### src/rtl/drop_tally_pkg.sv
// Shared constants for the drop tally unit.
// Assumes byte addressing on the register port and four drop categories.
package drop_tally_pkg;
    localparam int NCAT    = 4;           // drop categories
    localparam int NSRC    = NCAT + 1;    // status sources incl. FIFO overflow
    localparam int STAT_LSB = 20;         // first status bit position

    localparam logic [7:0] ADDR_STATUS = 8'h00;
    localparam logic [7:0] ADDR_ENABLE = 8'h20;

    // Category index order: 0 overflow, 1 length limit, 2 unmatched, 3 inactive.
    // Index order matches the status and enable bit order.
    function automatic logic [7:0] cat_addr(input int k);
        case (k)
            0:       return 8'h08;
            1:       return 8'h14;
            2:       return 8'h10;
            default: return 8'h0C;
        endcase
    endfunction
endpackage

### src/rtl/drop_counter.sv
// One drop category: saturating amount plus data type and virtual channel
// of the latest drop. Assumes ev_i and clr_i are single-cycle qualified strobes;
// an event coinciding with a clear loads the event on top of zero.
module drop_counter #(
    parameter int AMT_W = 24,
    parameter int DT_W  = 6,
    parameter int VC_W  = 2
) (
    input  logic             clk,
    input  logic             rst_n,
    input  logic             ev_i,
    input  logic [AMT_W-1:0] amt_i,
    input  logic [DT_W-1:0]  dt_i,
    input  logic [VC_W-1:0]  vc_i,
    input  logic             clr_i,
    output logic [AMT_W-1:0] amt_o,
    output logic [DT_W-1:0]  dt_o,
    output logic [VC_W-1:0]  vc_o
);
    localparam logic [AMT_W-1:0] AMT_MAX = {AMT_W{1'b1}};

    logic [AMT_W-1:0] amt_q;
    logic [DT_W-1:0]  dt_q;
    logic [VC_W-1:0]  vc_q;
    logic [AMT_W-1:0] base;
    logic [AMT_W:0]   sum;
    logic [AMT_W-1:0] amt_next;

    // Saturating add of the incoming amount onto the (possibly cleared) tally.
    always_comb begin
        base     = clr_i ? '0 : amt_q;
        sum      = {1'b0, base} + {1'b0, amt_i};
        amt_next = sum[AMT_W] ? AMT_MAX : sum[AMT_W-1:0];
    end

    // Tally register: event first, then software clear.
    always_ff @(posedge clk) begin
        if (!rst_n) begin
            amt_q <= '0;
            dt_q  <= '0;
            vc_q  <= '0;
        end else if (ev_i) begin
            amt_q <= amt_next;
            dt_q  <= dt_i;
            vc_q  <= vc_i;
        end else if (clr_i) begin
            amt_q <= '0;
            dt_q  <= '0;
            vc_q  <= '0;
        end
    end

    assign amt_o = amt_q;
    assign dt_o  = dt_q;
    assign vc_o  = vc_q;
endmodule

### src/rtl/drop_status.sv
// Sticky event register with write-one-to-clear and an enable register
// gating one interrupt line. Assumes set has priority over a same-cycle clear.
module drop_status #(
    parameter int NSRC = 5
) (
    input  logic            clk,
    input  logic            rst_n,
    input  logic [NSRC-1:0] set_i,
    input  logic            clr_we_i,
    input  logic [NSRC-1:0] clr_bits_i,
    input  logic            en_we_i,
    input  logic [NSRC-1:0] en_i,
    output logic [NSRC-1:0] stat_o,
    output logic [NSRC-1:0] en_o,
    output logic            irq_o
);
    logic [NSRC-1:0] stat_q;
    logic [NSRC-1:0] en_q;
    logic [NSRC-1:0] clr_mask;

    // Bits software asks to clear this cycle.
    always_comb clr_mask = clr_we_i ? clr_bits_i : '0;

    // Status latch: clear requested bits, then OR in new events.
    always_ff @(posedge clk) begin
        if (!rst_n) stat_q <= '0;
        else        stat_q <= (stat_q & ~clr_mask) | set_i;
    end

    // Interrupt enable register.
    always_ff @(posedge clk) begin
        if (!rst_n)       en_q <= '0;
        else if (en_we_i) en_q <= en_i;
    end

    assign stat_o = stat_q;
    assign en_o   = en_q;
    assign irq_o  = |(stat_q & en_q);
endmodule

### src/rtl/drop_tally_irq.sv
// Top of the drop tally unit: four category counters, the sticky status and
// enable registers, address decode and the combinational read mux.
// Assumes AMT_W + DT_W + VC_W equals DATA_W so a counter fits one word.
module drop_tally_irq
    import drop_tally_pkg::*;
#(
    parameter int AMT_W  = 24,
    parameter int DT_W   = 6,
    parameter int VC_W   = 2,
    parameter int ADDR_W = 8,
    parameter int DATA_W = 32
) (
    input  logic                  clk,
    input  logic                  rst_n,
    input  logic                  fifo_ovf_i,
    input  logic [NCAT-1:0]       drop_valid_i,
    input  logic [NCAT*AMT_W-1:0] drop_amount_i,
    input  logic [NCAT*DT_W-1:0]  drop_dtype_i,
    input  logic [NCAT*VC_W-1:0]  drop_vchan_i,
    input  logic                  reg_we_i,
    input  logic [ADDR_W-1:0]     reg_addr_i,
    input  logic [DATA_W-1:0]     reg_wdata_i,
    output logic [DATA_W-1:0]     reg_rdata_o,
    output logic                  irq_o
);
    localparam int DT_LSB = AMT_W;
    localparam int VC_LSB = AMT_W + DT_W;

    logic [DATA_W-1:0]     cnt_word [NCAT];
    logic [NCAT*AMT_W-1:0] amt_all;
    logic [NSRC-1:0]       stat_w;
    logic [NSRC-1:0]       en_w;
    logic                  hit_status;
    logic                  hit_enable;

    // Decode of the two control addresses.
    always_comb begin
        hit_status = (reg_addr_i == ADDR_W'(ADDR_STATUS));
        hit_enable = (reg_addr_i == ADDR_W'(ADDR_ENABLE));
    end

    for (genvar g = 0; g < NCAT; g++) begin : g_cat
        logic             clr;
        logic [AMT_W-1:0] amt;
        logic [DT_W-1:0]  dt;
        logic [VC_W-1:0]  vc;

        // A zero write to this counter's address clears it.
        always_comb clr = reg_we_i && (reg_addr_i == ADDR_W'(cat_addr(g)))
                          && (reg_wdata_i == '0);

        drop_counter #(.AMT_W(AMT_W), .DT_W(DT_W), .VC_W(VC_W)) u_cnt (
            .clk   (clk),
            .rst_n (rst_n),
            .ev_i  (drop_valid_i[g]),
            .amt_i (drop_amount_i[g*AMT_W +: AMT_W]),
            .dt_i  (drop_dtype_i[g*DT_W +: DT_W]),
            .vc_i  (drop_vchan_i[g*VC_W +: VC_W]),
            .clr_i (clr),
            .amt_o (amt),
            .dt_o  (dt),
            .vc_o  (vc)
        );

        // Pack the counter into its register word.
        always_comb begin
            cnt_word[g] = '0;
            cnt_word[g][AMT_W-1:0]          = amt;
            cnt_word[g][DT_LSB +: DT_W]     = dt;
            cnt_word[g][VC_LSB +: VC_W]     = vc;
        end
        assign amt_all[g*AMT_W +: AMT_W] = amt;
    end

    drop_status #(.NSRC(NSRC)) u_stat (
        .clk        (clk),
        .rst_n      (rst_n),
        .set_i      ({drop_valid_i, fifo_ovf_i}),
        .clr_we_i   (reg_we_i && hit_status),
        .clr_bits_i (reg_wdata_i[STAT_LSB +: NSRC]),
        .en_we_i    (reg_we_i && hit_enable),
        .en_i       (reg_wdata_i[NSRC-1:0]),
        .stat_o     (stat_w),
        .en_o       (en_w),
        .irq_o      (irq_o)
    );

    // Read mux; unmapped addresses return zero.
    always_comb begin
        reg_rdata_o = '0;
        if (hit_status) reg_rdata_o[STAT_LSB +: NSRC] = stat_w;
        if (hit_enable) reg_rdata_o[NSRC-1:0] = en_w;
        for (int k = 0; k < NCAT; k++) begin
            if (reg_addr_i == ADDR_W'(cat_addr(k))) reg_rdata_o = cnt_word[k];
        end
    end
endmodule

### config.mk
export PLATFORM = sky130hd
export DESIGN_NAME = drop_tally_irq
export DESIGN_NICKNAME = d
export VERILOG_FILES = /design/src/rtl/drop_tally_pkg.sv /design/src/rtl/drop_counter.sv /design/src/rtl/drop_status.sv /design/src/rtl/drop_tally_irq.sv
export SDC_FILE = /design/constraint.sdc
export NUM_CORES = 1
export LEC_CHECK = 0
export ABC_AREA = 1
export BUFFER_PORTS_ARGS = -buffer_cell sky130_fd_sc_hd__buf_2
export CAP_MARGIN = 15
export CORE_MARGIN = 2
export CORE_UTILIZATION = 44
export CTS_CLUSTER_DIAMETER = 30
export DETAILED_ROUTE_END_ITERATION = 16
export SYNTH_ARGS = -nofsm -noshare
export SYNTH_HDL_FRONTEND = slang
export SYNTH_HIERARCHICAL = 1
export SYNTH_SLANG_ARGS = --single-unit
### constraint.sdc
create_clock -name clk -period 4.3 [get_ports clk]
set_input_delay 0.645 -clock clk [delete_from_list [all_inputs] [get_ports clk]]
set_output_delay 0.645 -clock clk [all_outputs]
set_load 0.005 [all_outputs]
==> run summary, run 1 <==
Final setup fails - 0
Die area - 0.0338 mm²
R2R depth - 14
Largest net degree at the start of global routing - 33
First-pass detailed-route iteration total - 6
Critical path origin - reg_we_i
Fraction of registers with async set/reset - 0
Clk root buf - clkbuf_16
Slew @ Worst Pin - 870 ps
Total Routed Length - 52.3 mm
Routability cong. - 0.974
M2 GR Usage - 0.504
Final Worst Setup Slack - 375 ps
Most common flop cell mapped by yosys - dfxtp_1
P per Cell Area - 327 mW/mm²
RSZ-0062 raised after global routing - false
Fin cells - 3156
Total gr overflow - 0
End of the worst hold path - g_cat[0].u_cnt/dt_o[3]
Clock skew - 11.2 ps
Crit path max-delay family - simple AND/OR/NAND/NOR gates
Reg2reg start - g_cat[0].u_cnt/amt_o[0]
Crit. End Element - flop
Post_cts resized - 0
HP Class - flop to flop
DR vias - 16042
Post-placement worst setup slack - 48.0 ps
CP max stage cell - nor3b_1
First-pass GRT wire length - 80.6 mm
Status - complete, no violations
CTS Buf Count - 17
Htree depth - 4
Top fanout value on the critical path - 13
Final HPWL DP - 44.5 mm
Max Root-Sink Buffers - 2
Post-route cell area - 0.0163 mm²
Die W - 184 µm
Period utilization - 0.913
Buffers on Ports - 208
Req. time, crit path - 4610 ps
Final min period - 3920 ps
Clock network fraction of total power - 0.298
Initial core utilization - 0.449
Area of the core - 0.0317 mm²
Clock sinks - 138
Worst-path clk slew - 60 ps
CP Cell Sequence - buf_2 > inv_1 > or2_2 > nor2_1 > nand3_1 > nor3b_1 > inv_1 > buf_4 > nand2_1 > inv_1 > ha_1 > nand2_2 > inv_1 > a21oi_1 > nand2_2 > nand2_2 > nand2_4 > nand2_2 > nand3_2 > o21ai_0 > inv_1
Met1 Track Usage GR - 0.411
Number of global-route vias before repair - 15064
Mapped Cells - 2543
Drt via density - 5.08
Fin. Hold Viols - 0
DP Area - 0.0157 mm²
Filler cells - 3534
Reg2Reg Capture Point - g_cat[0].u_cnt/amt_o[10]
CTS tree - yes
CP max stage delay - 560 ps
Max-cap viol count - 0
Pleak - 9.76 nW
Storage element area - 0.00276 mm²
TNS Setup - 0 ps
Synth Area per Inst - 5.60 µm²
Cell internal pwr - 3.17 mW
#FFs+latches synth - 138
Netlist Area Pre-Place - 0.0142 mm²
GRT busiest layer - met2
Rel. slew slack - 0.414
Post CTS Setup Buffer Count - 0
Worst Hold Launch - g_cat[0].u_cnt/dt_o[3]
Chip height - 184 µm
Area Overhead vs Synth - 14.3%
Worst IR drop on VDD - 219 µV
Sequential share of power - 0.288
# rows - 65
Syn_nets - 2819
Placed cells - 3125
Hold slack - 464 ps
Total design power - 5.33 mW
Worst Hold Path Cells - 2
Crit Path Category - input pin to flop
Post-synth EDFFs - 0
Antenna violations before repair - 0
F_max - 255 MHz
Antenna Cells - 0
Nets - 3018
Most common cell after layout, fill and taps aside - nand2_1
Multi-input gate area - 0.00929 mm²
R2R Setup Slk - 1790 ps
Switching Power - 2.15 mW
Slew Limit Fails - 0
Share of layout cells above drive strength 1 - 0.143
CTS Hold Bufs - 0
Worst Path Buf+Inv - 7
Crit path DAT - 4240 ps
GRT Util Overall - 0.309
Post-route ant nets - 0
Worst-Skew Late Latency - 420 ps
Routed WL per cell - 16.6 µm
Gate power share - 0.414
Initial DRC count - 1218
Commonest non-fill, non-tap cells in the layout - nand2_1, inv_1, nor2_1
Met3 usage in global routing - 0.0454
Register area share after synthesis - 0.194
Yosys warning count - 6
Worst Setup Start Kind - input pin
IO Count - 209
CP most frequent cell - inv_1
Sw Share - 0.405
Netlist cell types - 41
Residual DRC - 0
Layout Utilization - 0.513
[power groups by stage]
stage | clock, mW | combinational (mW) | sequential, mW
after floorplan | 0 | 1.59 | 1.49
after global placement | 0 | 2.16 | 1.56
after detailed placement | 0 | 2.17 | 1.55
after CTS | 1.60 | 2.18 | 1.53
after global routing | 1.66 | 2.48 | 1.54
final | 1.59 | 2.20 | 1.53
[synthesized netlist by cell type (5+ instances only)]
library cell | count | share of area
nand2_1 | 929 | 0.24
xor2_1 | 32 | 0.020
a21oi_2 | 6 | 0.0037
nand3b_1 | 14 | 0.0074
nand3_2 | 22 | 0.015
inv_2 | 18 | 0.0047
dfxtp_1 | 138 | 0.19
buf_2 | 14 | 0.0049
inv_1 | 486 | 0.13
nor3_1 | 15 | 0.0053
xnor2_1 | 16 | 0.0098
nand3_1 | 116 | 0.041
ha_1 | 96 | 0.084
o21ai_2 | 16 | 0.0098
clkbuf_1 | 15 | 0.0040
a21oi_1 | 165 | 0.058
nand4_1 | 38 | 0.017
o21ai_0 | 53 | 0.019
nor2_1 | 233 | 0.061
o21bai_1 | 6 | 0.0032
buf_4 | 5 | 0.0026
nor2_2 | 25 | 0.011
buf_6 | 11 | 0.0087
nand2_2 | 29 | 0.013
o21ai_1 | 14 | 0.0049
[routing by layer]
metal,wire length (µm),part of all wire
met5,0,0
met4,1890,0.036
met3,3410,0.065
met2,23200,0.44
met1,23800,0.45
[final cells by class]
class	count	share of cell area
clock inverter	10	0.0101
sequential	138	0.170
timing repair buffer	227	0.0734
multi-input combinational	1853	0.571
clock buffer	21	0.0289
tap	402	0.0309
inverter	505	0.116
[sequential cells by signal, summed over array words and instances, names as in the netlist]
signal	count
u_stat/en_o	5
u_stat/stat_o	5
g_cat.u_cnt/amt_o	96
g_cat.u_cnt/dt_o	24
g_cat.u_cnt/vc_o	8
[how the worst max path moves through the flow]
stage / to / slack (ps) / cells after the start
6_report: g_cat[1].u_cnt/amt_o[1] / 380 / 21
5_1_grt: g_cat[1].u_cnt/amt_o[1] / 270 / 21
4_1_cts: g_cat[1].u_cnt/amt_o[1] / 470 / 21
3_5_place_dp: g_cat[1].u_cnt/amt_o[0] / 50 / 21
3_3_place_gp: g_cat[1].u_cnt/amt_o[10] / 90 / 21
2_1_floorplan: g_cat[2].u_cnt/amt_o[19] / 880 / 22
[tightest hold or removal path, stage by stage (launching register included)]
cell     delay [ps]
dfxtp_1         310
nand2_1          60
a21oi_1          50
[logic make-up after synthesis]
logic type,share of synthesized area
compound gates,0.100
fa+ha+maj,0.0899
simple gates,0.432
flops,0.194
xor+xnor,0.0295
buf+inv,0.154
Power figures use the tool's default switching activity.
==> run 2, diff against run 1 <==
CORE_UTILIZATION = 55   (was 44)
PLACE_DENSITY = 0.77   (was default)
==> run 2 against run 1 <==
Net effect:
- combinational power barely moved
- flip-flop and latch count unchanged
- power shrank 2.8%
- wire length fell by 3.6%
- global-route usage is 5.9 points higher
- cell area shrank 1.1%
- sequential share of layout area is 0.18 points higher
- clock skew hardly changed
- critical path depth rose by 1
- worst setup slack better by 21 ps
- highest routed layer unchanged
==> run summary, run 2 (synthesized netlist as in run 1, its figures left out) <==
Chip height - 165 µm
Fin. Hold Viols - 0
Final HPWL DP - 42.1 mm
Placed cells - 3050
Area Overhead vs Synth - 13.1%
GRT Util Overall - 0.368
Rel. slew slack - 0.414
Routed WL per cell - 16.4 µm
Worst Path Buf+Inv - 8
Hold slack - 464 ps
Post-route ant nets - 0
Die W - 165 µm
Crit path DAT - 4220 ps
Drt via density - 5.31
Crit path max-delay family - simple AND/OR/NAND/NOR gates
TNS Setup - 0 ps
Largest net degree at the start of global routing - 45
CP most frequent cell - inv_1
Clk root buf - clkbuf_16
First-pass detailed-route iteration total - 6
Period utilization - 0.908
Most common cell after layout, fill and taps aside - nand2_1
DR WL met2 - 22.4 mm
First-pass GRT wire length - 77.4 mm
Post_cts resized - 0
Total Routed Length - 50.5 mm
Max FFs per register - 96
CTS Hold Bufs - 0
Total gr overflow - 0
Clock sinks - 138
Fin cells - 3085
Htree depth - 4
CTS tree - yes
Top Layer Used - met4
Area of the core - 0.0253 mm²
Status - complete, no violations
IO Count - 209
Initial DRC count - 1592
Worst-Skew Late Latency - 430 ps
Crit. End Element - flop
Crit Path Category - input pin to flop
Clock skew - 11.4 ps
CP max stage cell - a21oi_2
Max Root-Sink Buffers - 2
Residual DRC - 0
Met3 routed WL - 4.36 mm
Number of global-route vias before repair - 15015
Filler cells - 2597
Commonest non-fill, non-tap cells in the layout - nand2_1, inv_1, nor2_1
Worst IR drop on VDD - 211 µV
HP Class - input pin to flop
Antenna violations before repair - 2
Share of layout cells above drive strength 1 - 0.142
Die area - 0.0272 mm²
Top fanout value on the critical path - 15
Met1 WL - 21.9 mm
Post-placement worst setup slack - 59.7 ps
Pleak - 9.71 nW
Buffers on Ports - 208
Final setup fails - 0
CP max stage delay - 460 ps
Total design power - 5.18 mW
P per Cell Area - 321 mW/mm²
Req. time, crit path - 4620 ps
Layout Utilization - 0.636
Worst Setup Start Kind - input pin
CTS Buf Count - 17
Final Worst Setup Slack - 396 ps
DR vias - 16392
RSZ-0062 raised after global routing - false
Post-route cell area - 0.0161 mm²
# rows - 58
Max-cap viol count - 0
F_max - 256 MHz
DP Area - 0.0155 mm²
Slew Limit Fails - 0
CP Cell Sequence - buf_2 > inv_1 > or2_2 > nor2_1 > nand3_1 > nor3_1 > inv_1 > buf_4 > nand2_1 > inv_1 > ha_1 > nand2_2 > inv_1 > nand2_1 > nand2_1 > a21oi_1 > nand2_2 > a21oi_2 > buf_4 > nand3_2 > nand2_1 > inv_1
Slew @ Worst Pin - 879 ps
Worst-path clk slew - 60 ps
Nets - 3015
Final min period - 3900 ps
Post CTS Setup Buffer Count - 0
Initial core utilization - 0.563
Routability cong. - 1.01
## run 2: final timing paths
path / startpoint / end / slack (ps) / depth (start not counted)
setup / recovery: reg_we_i / g_cat[3].u_cnt/amt_o[20] / 400 / 22
hold / removal: reg_wdata_i[3] / u_stat/en_o[3] / 460 / 3
setup reg to reg: g_cat[3].u_cnt/amt_o[0] / g_cat[3].u_cnt/amt_o[20] / 1590 / 15
hold reg to reg: g_cat[2].u_cnt/dt_o[1] / g_cat[2].u_cnt/dt_o[1] / 470 / 2
## run 2: final cells by class
type | count | area, µm² | share of cell area
Clock buffer | 20 | 457 | 0.0283
Sequential cell | 138 | 2760 | 0.171
Clock inverter | 12 | 124 | 0.00769
Tap cell | 330 | 413 | 0.0256
Multi-Input combinational cell | 1853 | 9290 | 0.577
Antenna cell | 3 | 7.51 | 0.000466
Inverter | 505 | 1900 | 0.118
Timing Repair Buffer | 224 | 1160 | 0.0721
## run 2: worst register-to-register path, stage by stage, from the launching register on
cell and delay (ps):
dfxtp_1 350, nand2_1 110, inv_1 50, ha_1 210
fa_1 460, nand2_1 90, nand2_1 50, nand3_1 110
nand2_2 100, nand2_2 70, nand2_2 80, a21oi_2 460
buf_4 250, nand3_2 90, nand2_1 80, inv_1 50
## run 2: routing by layer
layer / GRT usage / vias up
met4: 0.144 / 0
met1: 0.493 / 7377
met3: 0.0568 / 99
met2: 0.594 / 743
met5: 0 / -
li1: - / 8173
## run 2: report_power, final
part           leakage, nW  internal, mW  switching (mW)
clock network        0.278         0.878           0.567
registers             1.15          1.42           0.115
logic                 8.28         0.735            1.46
total                 9.71          3.03            2.14
==> run 3, diff against run 2 <==
CORE_UTILIZATION = 45   (was 55)
PLACE_DENSITY = 0.65   (was 0.77)
==> run 3 against run 2 <==
Net effect:
- cell area rose by 0.81%
- combinational power hardly changed
- worst setup slack gained 210 ps
- power increased by 1.1%
- sequential power barely moved
- flip-flop and latch count unchanged
- clock power rose by 4%
- maximum frequency grew 5.7%
- sequential share of layout area shrank 0.14 points
- non-clock buffer count rose by 4
- wire length rose by 2.0%
- critical path type unchanged
- critical endpoint is now g_cat[1].u_cnt/amt_o[1]
- largest cell class unchanged
- largest power group unchanged
==> run summary, run 3 (synthesized netlist as in run 1, its figures left out) <==
Status - complete, no violations
Worst Hold Launch - g_cat[0].u_cnt/dt_o[0]
# rows - 65
Met1 Track Usage GR - 0.418
Clock skew - 12.9 ps
End of the worst hold path - g_cat[0].u_cnt/dt_o[0]
Fin cells - 3158
R2R Setup Slk - 1810 ps
Antenna violations before repair - 0
RSZ-0062 raised after global routing - false
Critical path origin - reg_we_i
Post CTS Setup Buffer Count - 0
Reg2reg start - g_cat[1].u_cnt/amt_o[14]
Max FFs per register - 96
Total gr overflow - 0
Number of global-route vias before repair - 15325
GRT Util Overall - 0.309
HP Class - flop to flop
Htree depth - 4
Met3 usage in global routing - 0.0409
Rel. slew slack - 0.437
Post_cts resized - 0
First-pass GRT wire length - 80.1 mm
Area of the core - 0.0314 mm²
Initial DRC count - 1433
Final setup fails - 0
Reg2Reg Capture Point - g_cat[1].u_cnt/amt_o[1]
Pleak - 9.75 nW
DR vias - 16000
Die area - 0.0331 mm²
Crit Path Category - input pin to flop
M2 GR Usage - 0.508
GRT busiest layer - met2
Total Routed Length - 51.5 mm
Largest net degree at the start of global routing - 33
Routed WL per cell - 16.3 µm
Crit path DAT - 4010 ps
Final min period - 3690 ps
Area Overhead vs Synth - 14.0%
Worst Setup Start Kind - input pin
Worst IR drop on VDD - 286 µV
CP most frequent cell - inv_1
Placed cells - 3126
Initial core utilization - 0.454
Chip height - 182 µm
Most common cell after layout, fill and taps aside - nand2_1
TNS Setup - 0 ps
Post-route ant nets - 0
CTS tree - yes
First-pass detailed-route iteration total - 5
Max Root-Sink Buffers - 2
CP max stage delay - 430 ps
Req. time, crit path - 4610 ps
Nets - 3019
CP max stage cell - fa_1
Top fanout value on the critical path - 13
Slew Limit Fails - 0
Drt via density - 5.07
Fin. Hold Viols - 0
CTS Hold Bufs - 0
Worst Hold Path Cells - 2
Die W - 182 µm
R2R depth - 13
Share of layout cells above drive strength 1 - 0.144
Antenna Cells - 0
F_max - 271 MHz
Routability cong. - 0.999
P per Cell Area - 322 mW/mm²
CTS Buf Count - 17
Clock sinks - 138
Buffers on Ports - 208
Clk root buf - clkbuf_16
Slew @ Worst Pin - 843 ps
Worst-path clk slew - 70 ps
Residual DRC - 0
IO Count - 209
Commonest non-fill, non-tap cells in the layout - nand2_1, inv_1, nor2_1
Worst-Skew Late Latency - 430 ps
Max-cap viol count - 0
Final HPWL DP - 43.2 mm
CP Cell Sequence - buf_2 > inv_1 > or2_2 > nor2_1 > nand3_1 > nor3b_1 > buf_4 > inv_1 > nand2_1 > inv_1 > ha_1 > fa_1 > nand2_1 > nand2_1 > nand3_2 > nand2_2 > nand2_2 > nand2_4 > nand2_2 > nand3_2 > o21ai_0 > inv_1
Crit. End Element - flop
Period utilization - 0.859
==> run 3: through the flow <==
stage / utilization / worst slack [ps] / hold WS [ps] / area, µm² / total power, mW
final: 0.517 / 607 / 465 / 16200 / 5.23
after global routing: 0.517 / 214 / 476 / 16200 / 5.58
after CTS: 0.517 / 629 / 458 / 16200 / 5.21
after detailed placement: 0.498 / 184 / 454 / 15600 / 3.69
after global placement: 0.498 / 237 / 449 / 15600 / 3.68
after floorplan: - / 877 / 441 / 14200 / 3.09
==> run 3: worst max-delay path: cells and delay by family <==
kind | cells | cell delay, ps
AOI/OAI and AO/OA | 1 | 290
buffers and inverters | 6 | 580
and+or+nand+nor | 13 | 1840
adders and majority gates | 2 | 620
==> run 3: cell type report <==
cell class | instances | area (µm²)
well taps | 402 | 503
flip-flops and latches | 138 | 2760
fillers | 3409 | 15100
inverters | 505 | 1900
multi-input cells | 1853 | 9290
clock buffers | 17 | 425
repair buffers | 228 | 1190
clock inverters | 15 | 173
==> run 3: report_power, final <==
group          internal [mW]  leakage (nW)  switching (mW)  total [mW]
logic                  0.740          8.30            1.45        2.19
clock network          0.832         0.296           0.679        1.51
registers               1.42          1.15           0.114        1.53
total                   2.99          9.75            2.24        5.23
==> run 3: worst max path at each step <==
stage                                           to  slack, ps  cells after the start
after floorplan           g_cat[2].u_cnt/amt_o[19]        880                     22
after global placement     g_cat[2].u_cnt/amt_o[9]        240                     23
after detailed placement   g_cat[1].u_cnt/amt_o[1]        180                     22
after CTS                  g_cat[1].u_cnt/amt_o[1]        630                     22
after global routing       g_cat[1].u_cnt/amt_o[1]        210                     22
final                      g_cat[1].u_cnt/amt_o[1]        610                     22
==> run 3: layer usage <==
metal | vias up | routed length, µm
met4 | 0 | 1530
met1 | 7170 | 23600
li1 | 8187 | -
met5 | - | 0
met2 | 566 | 22900
met3 | 77 | 3400
